### config.mk
export PLATFORM = sky130hd
export DESIGN_NAME = iowin_decoder
export DESIGN_NICKNAME = d
export VERILOG_FILES = /design/src/rtl/iowin_pkg.sv /design/src/rtl/iowin_regs.sv /design/src/rtl/iowin_match.sv /design/src/rtl/iowin_select.sv /design/src/rtl/iowin_decoder.sv
export SDC_FILE = /design/constraint.sdc
export NUM_CORES = 1
export LEC_CHECK = 0
export ABC_CLOCK_PERIOD_IN_PS = 2700
export BUFFER_PORTS_ARGS = -buffer_cell sky130_fd_sc_hd__buf_2
export CAP_MARGIN = 5
export CORE_UTILIZATION = 53
export CTS_CLUSTER_DIAMETER = 30
export DETAILED_ROUTE_END_ITERATION = 12
export PLACE_DENSITY = 0.77
export SETUP_SLACK_MARGIN = 0.05
export SLEW_MARGIN = 20
export SYNTH_ARGS = -nofsm -noshare
export SYNTH_HDL_FRONTEND = slang
export SYNTH_SLANG_ARGS = --single-unit
### constraint.sdc
create_clock -name clk -period 2.7 [get_ports clk]
set_input_delay 0.27 -clock clk [delete_from_list [all_inputs] [get_ports clk]]
set_output_delay 0.27 -clock clk [all_outputs]
set_load 0.005 [all_outputs]
### src/rtl/iowin_pkg.sv
package iowin_pkg;

    localparam int NWIN    = 2;
    localparam int RA_W    = 4;
    localparam int OPT_W   = 4;
    localparam logic [RA_W-1:0] RA_OPT = 4'h8;
    localparam logic [RA_W-1:0] RA_EN  = 4'h9;

    // One window's option nybble, bit 3 down to bit 0.
    typedef struct packed {
        logic data16;
        logic cs16;
        logic extra_ws;
        logic zero_ws;
    } win_opt_t;

    typedef struct packed {
        logic hit;
        logic idx;
        logic width16;
        logic zero_ws;
        logic extra_ws;
    } dec_res_t;

    function automatic logic pick_width(win_opt_t o, logic card16);
        return o.cs16 ? card16 : o.data16;
    endfunction

    function automatic logic [2*OPT_W-1:0] merge_opt(logic [2*OPT_W-1:0] cur,
                                                    logic win,
                                                    logic [OPT_W-1:0] nyb);
        return win ? {nyb, cur[OPT_W-1:0]} : {cur[2*OPT_W-1:OPT_W], nyb};
    endfunction

endpackage

### src/rtl/iowin_regs.sv
module iowin_regs
    import iowin_pkg::*;
#(
    parameter int AW = 16
) (
    input  logic                  clk,
    input  logic                  rst,
    input  logic                  wr_en,
    input  logic [RA_W-1:0]       wr_addr,
    input  logic [7:0]            wr_data,
    input  logic [RA_W-1:0]       rd_addr,
    output logic [7:0]            rd_data,
    input  logic                  cmd_valid,
    input  logic [1:0]            cmd_win,
    input  logic                  cmd_map,
    input  logic [AW-1:0]         cmd_start,
    input  logic [AW-1:0]         cmd_size,
    input  logic [OPT_W-1:0]      cmd_opts,
    output logic                  cmd_reject,
    output logic [NWIN*AW-1:0]    base_o,
    output logic [NWIN*AW-1:0]    limit_o,
    output logic [2*OPT_W-1:0]    opt_o,
    output logic [NWIN-1:0]       en_o
);

    logic [AW-1:0]      base_q  [NWIN];
    logic [AW-1:0]      limit_q [NWIN];
    logic [2*OPT_W-1:0] opt_q;
    logic [NWIN-1:0]    en_q;
    logic               cmd_bad;
    logic               cw;

    assign cmd_bad = (cmd_win > 2'd1);
    assign cw      = cmd_win[0];

    always_ff @(posedge clk) begin
        if (rst) begin
            for (int w = 0; w < NWIN; w++) begin
                base_q[w]  <= '0;
                limit_q[w] <= '0;
            end
            opt_q      <= '0;
            en_q       <= '0;
            cmd_reject <= 1'b0;
        end else begin
            cmd_reject <= 1'b0;
            if (cmd_valid) begin
                if (cmd_bad) begin
                    cmd_reject <= 1'b1;
                end else if (cmd_map) begin
                    base_q[cw]  <= cmd_start;
                    limit_q[cw] <= cmd_start + cmd_size - AW'(1);
                    opt_q       <= merge_opt(opt_q, cw, cmd_opts);
                    en_q[cw]    <= 1'b1;
                end else begin
                    base_q[cw]  <= '0;
                    limit_q[cw] <= '0;
                    en_q[cw]    <= 1'b0;
                end
            end else if (wr_en) begin
                if (!wr_addr[3]) begin
                    case (wr_addr[1:0])
                        2'd0: base_q[wr_addr[2]][7:0]     <= wr_data;
                        2'd1: base_q[wr_addr[2]][AW-1:8]  <= wr_data[AW-9:0];
                        2'd2: limit_q[wr_addr[2]][7:0]    <= wr_data;
                        default: limit_q[wr_addr[2]][AW-1:8] <= wr_data[AW-9:0];
                    endcase
                end else if (wr_addr == RA_OPT) begin
                    opt_q <= wr_data;
                end else if (wr_addr == RA_EN) begin
                    en_q <= wr_data[NWIN-1:0];
                end
            end
        end
    end

    always_comb begin
        rd_data = '0;
        if (!rd_addr[3]) begin
            case (rd_addr[1:0])
                2'd0: rd_data = base_q[rd_addr[2]][7:0];
                2'd1: rd_data = 8'(base_q[rd_addr[2]][AW-1:8]);
                2'd2: rd_data = limit_q[rd_addr[2]][7:0];
                default: rd_data = 8'(limit_q[rd_addr[2]][AW-1:8]);
            endcase
        end else if (rd_addr == RA_OPT) begin
            rd_data = opt_q;
        end else if (rd_addr == RA_EN) begin
            rd_data = 8'(en_q);
        end
    end

    for (genvar g = 0; g < NWIN; g++) begin : g_flat
        assign base_o[g*AW +: AW]  = base_q[g];
        assign limit_o[g*AW +: AW] = limit_q[g];
    end
    assign opt_o = opt_q;
    assign en_o  = en_q;

    // a map command leaves the window enabled
    a_r7_map_enables: assert property (@(posedge clk) disable iff (rst)
        (cmd_valid && !cmd_win[1] && cmd_map) |=> en_q[$past(cw)]);

    // mapping window 0 keeps window 1's nybble
    a_r7_keep_other_nybble: assert property (@(posedge clk) disable iff (rst)
        (cmd_valid && cmd_win == 2'd0 && cmd_map)
            |=> opt_q[2*OPT_W-1:OPT_W] == $past(opt_q[2*OPT_W-1:OPT_W]));

    // unmap clears enable and base, options untouched
    a_r8_unmap_clears: assert property (@(posedge clk) disable iff (rst)
        (cmd_valid && !cmd_win[1] && !cmd_map)
            |=> !en_q[$past(cw)] && base_q[$past(cw)] == '0 && $stable(opt_q));

    // absent window refused with no register change
    a_r9_reject_no_change: assert property (@(posedge clk) disable iff (rst)
        (cmd_valid && cmd_win[1]) |=> cmd_reject && $stable(opt_q) && $stable(en_q));

endmodule

### src/rtl/iowin_match.sv
module iowin_match #(
    parameter int AW = 16
) (
    input  logic [AW-1:0] addr,
    input  logic [AW-1:0] base,
    input  logic [AW-1:0] limit,
    input  logic          en,
    output logic          match
);

    logic above_base;
    logic below_limit;

    assign above_base  = (addr >= base);
    assign below_limit = (addr <= limit);
    assign match       = en && above_base && below_limit;

endmodule

### src/rtl/iowin_select.sv
module iowin_select
    import iowin_pkg::*;
(
    input  logic               clk,
    input  logic               rst,
    input  logic               host_valid,
    input  logic [NWIN-1:0]    match,
    input  logic [2*OPT_W-1:0] opt,
    input  logic               card16,
    output dec_res_t           res
);

    logic     sel;
    logic     any;
    win_opt_t o;
    dec_res_t nxt;

    assign sel = !match[0];
    assign any = host_valid && (|match);
    assign o   = sel ? win_opt_t'(opt[2*OPT_W-1:OPT_W]) : win_opt_t'(opt[OPT_W-1:0]);

    always_comb begin
        nxt = '0;
        if (any) begin
            nxt.hit      = 1'b1;
            nxt.idx      = sel;
            nxt.width16  = pick_width(o, card16);
            nxt.zero_ws  = o.zero_ws;
            nxt.extra_ws = o.extra_ws;
        end
    end

    always_ff @(posedge clk) begin
        if (rst) res <= '0;
        else     res <= nxt;
    end

    // window 0 wins when it matches
    a_r4_win0_priority: assert property (@(posedge clk) disable iff (rst)
        (host_valid && match[0]) |=> res.hit && !res.idx);

    // no host cycle, no hit
    a_r3_idle_no_hit: assert property (@(posedge clk) disable iff (rst)
        !host_valid |=> !res.hit);

    // a matching enabled window always yields a hit
    a_r3_match_hits: assert property (@(posedge clk) disable iff (rst)
        (host_valid && match[1]) |=> res.hit);

endmodule

### src/rtl/iowin_decoder.sv
module iowin_decoder
    import iowin_pkg::*;
#(
    parameter int AW = 16
) (
    input  logic            clk,
    input  logic            rst,
    input  logic            reg_wr_en,
    input  logic [3:0]      reg_wr_addr,
    input  logic [7:0]      reg_wr_data,
    input  logic [3:0]      reg_rd_addr,
    output logic [7:0]      reg_rd_data,
    input  logic            cmd_valid,
    input  logic [1:0]      cmd_win,
    input  logic            cmd_map,
    input  logic [AW-1:0]   cmd_start,
    input  logic [AW-1:0]   cmd_size,
    input  logic [3:0]      cmd_opts,
    output logic            cmd_reject,
    input  logic            host_valid,
    input  logic [AW-1:0]   host_addr,
    input  logic            card_is16,
    output logic            hit,
    output logic            hit_win,
    output logic            bus16,
    output logic            zero_wait,
    output logic            extra_wait
);

    logic [NWIN*AW-1:0] base_w;
    logic [NWIN*AW-1:0] limit_w;
    logic [2*OPT_W-1:0] opt_w;
    logic [NWIN-1:0]    en_w;
    logic [NWIN-1:0]    match_w;
    dec_res_t           res_w;

    iowin_regs #(.AW(AW)) u_regs (
        .clk        (clk),
        .rst        (rst),
        .wr_en      (reg_wr_en),
        .wr_addr    (reg_wr_addr),
        .wr_data    (reg_wr_data),
        .rd_addr    (reg_rd_addr),
        .rd_data    (reg_rd_data),
        .cmd_valid  (cmd_valid),
        .cmd_win    (cmd_win),
        .cmd_map    (cmd_map),
        .cmd_start  (cmd_start),
        .cmd_size   (cmd_size),
        .cmd_opts   (cmd_opts),
        .cmd_reject (cmd_reject),
        .base_o     (base_w),
        .limit_o    (limit_w),
        .opt_o      (opt_w),
        .en_o       (en_w)
    );

    for (genvar g = 0; g < NWIN; g++) begin : g_win
        iowin_match #(.AW(AW)) u_match (
            .addr  (host_addr),
            .base  (base_w[g*AW +: AW]),
            .limit (limit_w[g*AW +: AW]),
            .en    (en_w[g]),
            .match (match_w[g])
        );
    end

    iowin_select u_sel (
        .clk        (clk),
        .rst        (rst),
        .host_valid (host_valid),
        .match      (match_w),
        .opt        (opt_w),
        .card16     (card_is16),
        .res        (res_w)
    );

    assign hit        = res_w.hit;
    assign hit_win    = res_w.idx;
    assign bus16      = res_w.width16;
    assign zero_wait  = res_w.zero_ws;
    assign extra_wait = res_w.extra_ws;

    // quiet outputs on a miss
    a_r11_miss_quiet: assert property (@(posedge clk) disable iff (rst)
        !hit |-> !(hit_win || bus16 || zero_wait || extra_wait));

endmodule

==> flow_metrics.env <==
export IMPL_clock_sinks=80
export IMPL_ir_drop_uv=304
export IMPL_gr_total_overflow=0
export IMPL_end_kind="register"
export IMPL_drv_cap=0
export IMPL_ys_ff_latch=80
export IMPL_nNetsFinal=996
export IMPL_min_delay_path_depth=2
export IMPL_synth_edf_count=64
export IMPL_synth_area_um2=6600
export IMPL_dieArea_um2=12900
export IMPL_synth_top_family_by_area="adder cells"
export IMPL_p_total_w=0.00382
export IMPL_yosys_area_share_xor_xnor_pct=1.06
export IMPL_hold_viol_final=0
export IMPL_first_pass_iters=5
export IMPL_layout_drive_gt1_share_pct=18.2
export IMPL_synth_simple_area_share_pct=13.4
export IMPL_clock_skew_ns=0.00695
export IMPL_timing_fmax_mhz=395
export IMPL_worstSetupStartpointType="primary input"
export IMPL_viasPerCell=5.85
export IMPL_placed_cells=982
export IMPL_ys_flop_type="edfxtp_1"
export IMPL_status="complete, no violations"
export IMPL_yosys_area_share_adder_pct=17.9
export IMPL_required_ns=2.78
export IMPL_wl_per_cell_um=19.1
export IMPL_drtIter0Drc=398
export IMPL_cts_buffer_depth=2
export IMPL_finalWirelength_um=19000
export IMPL_syn_to_final_growth_pct=15.8
export IMPL_avgSynthCellArea_um2=9.07
export IMPL_post_route_period_util_pct=93.8
export IMPL_clk_pin_slew_ns=0.06
export IMPL_io_pins=91
export IMPL_mappedNetlistNets=898
export IMPL_synth_mux_area_fraction_pct=6.75
export IMPL_seqCellArea_um2=2240
export IMPL_yosysWarningCount=0
export IMPL_fin_cells=998
export IMPL_antenna_found_initial=0
export IMPL_num_fill_cells=1006
export IMPL_tritoncts="yes"
export IMPL_grt_pass1_vias=5665
export IMPL_setup_ws_ns=0.169
export IMPL_die_w_um=114
export IMPL_rsz0062_at_grt="false"
export IMPL_grt_max_degree=25
export IMPL_setup_violations=0
export IMPL_via_count=5842
export IMPL_syn_inst=727
export IMPL_hold_path_class="primary input to register"
export IMPL_worstSetupPathType="primary input to register"
export IMPL_htreeDepth=3
export IMPL_synthArstFlopShare_pct=0
export IMPL_worst_pin_slew_ns=0.885
export IMPL_cts_root_buf="clkbuf_16"
export IMPL_period_needed_ns=2.53
export IMPL_initial_core_util_pct=54.7
export IMPL_synth_compound_area_share_pct=17.9
export IMPL_gp_congestion=0.987
export IMPL_slew_headroom_pct=40.2
export IMPL_post_place_ws_ns=-0.128
export IMPL_power_density_nw_per_um2=500
export IMPL_ys_seq_area_share_pct=34.0
export IMPL_port_buffers=90
export IMPL_drc=0
export IMPL_grt_util_all_layers_pct=30.9
export IMPL_drv_slew=0
export IMPL_antennaDiodeCount=0
export IMPL_rows=40
export IMPL_place_hpwl_um=15900
export IMPL_leakage_nw=3.65
export IMPL_numCtsBuffers=9
export IMPL_coreArea_um2=12100
export IMPL_mostFrequentLayoutCells="inv_1, ha_1, buf_2, nor2_1, edfxtp_1"
export IMPL_multi_input_area_um2=3780
export IMPL_dieHeight_um=114
export IMPL_timing_hold_ws_ns=0.233
export IMPL_ant_nets=0
export IMPL_ys_types=61
export IMPL_timing_critical_path_fanout_max=2
export IMPL_reg2reg_depth=9
export IMPL_grt_pass1_wl_um=29800
export IMPL_final_common_cell="inv_1"
export IMPL_critical_path_arrival_ns=2.61
export IMPL_clk_latency_ns=0.33
export IMPL_post_cts_buffers=0
==> flip-flops by register name (all words and copies together) (netlist names), named ones only <==
register / flops
u_regs.limit_q: 32
u_sel.res: 5
u_regs.cmd_reject: 1
u_regs.opt_o: 8
u_regs.base_q: 32
==> per-layer routing <==
metal  up-vias  part of all wire [%]  global-route usage (%)
met5         -                     0                       0
li1       2810                     -                       -
met4         0                   5.5                    17.5
met3        61                   6.8                    3.93
met1      2704                    42                    40.3
met2       267                    46                    49.8
==> repair_timing <==
action / in CTS / in global routing
gates resized for setup: 0 / 2
hold buffers: 0 / 0
endpoints found under the setup margin: 0 / 6
==> synth_stat cells (all sizes together) (3+ instances only) <==
cell,n,area share [%]
a211o,4,0.53
a211oi,10,1.1
a21o,13,1.5
a21oi,47,3.6
a221oi,5,0.66
a22oi,23,2.6
and2,5,0.49
and3,3,0.30
buf,9,0.72
clkbuf,13,0.74
dfxtp,16,4.9
edfxtp,64,29
ha,93,18
inv,131,7.5
mux2i,13,2.0
mux4,14,4.8
nand2,40,2.3
nand2b,3,0.28
nand3,10,0.76
nand4,8,0.76
nor2,75,4.3
nor2b,10,0.95
nor3,14,1.1
nor4,3,0.28
nor4b,4,0.63
o2111ai,4,0.53
o211ai,6,0.89
o21ai,31,2.4
o21bai,3,0.34
o22ai,11,1.0
or3,5,0.49
xnor2,3,0.40
xor2,5,0.66
==> cell families (layout without fill, tap and decap cells) <==
logic type,Yosys count,count (layout)
AO/OA/AOI/OAI,177,177
XOR/XNOR,8,8
adder cells (fa/ha/maj),94,94
buffers and inverters,154,257
flip-flops,80,80
multiplexers,27,27
AND/OR/NAND/NOR,187,187
==> power breakdown <==
group	switching, W	internal (W)
Combinational	0.000578	0.000439
Clock	0.000476	0.000809
Sequential	0.0000917	0.00143
Total	0.00115	0.00268
==> critical path: stages <==
cell,delay (ns)
buf_2,0.09
inv_1,0.04
ha_1,0.26
inv_1,0.04
ha_1,0.22
fa_1,0.42
a21oi_2,0.21
o2111ai_1,0.19
nand3_1,0.12
a21boi_0,0.10
or3_1,0.32
a32oi_1,0.25
nor2_1,0.07
==> area by class of cell <==
cell class | count | area share, %
Multi-Input combinational cell | 493 | 49.5
Sequential cell | 80 | 29.3
Timing Repair Buffer | 109 | 7.76
Inverter | 132 | 6.49
Clock buffer | 9 | 2.95
Tap cell | 168 | 2.75
Clock inverter | 7 | 1.24
==> per-stage QoR <==
step                utilization (%)  TNS [ns]  cell area, um^2
floorplan                         -         0             6600
global placement               60.6   -0.0837             7310
detailed placement             60.6    -0.629             7310
CTS                            63.3         0             7630
global route                   63.3         0             7640
finish                         63.3         0             7640
==> final timing paths <==
path | end | start | slack (ns)
max | u_regs.limit_q[0][11] | cmd_start[1] | 0.17
min | u_sel.res[2] | card_is16 | 0.23
max reg2reg | u_sel.res[2] | u_regs.limit_q[0][7] | 0.21
min reg2reg | u_regs.opt_o[0] | u_regs.opt_o[0] | 0.51
Note: power is estimated with default switching activity, not from simulation.
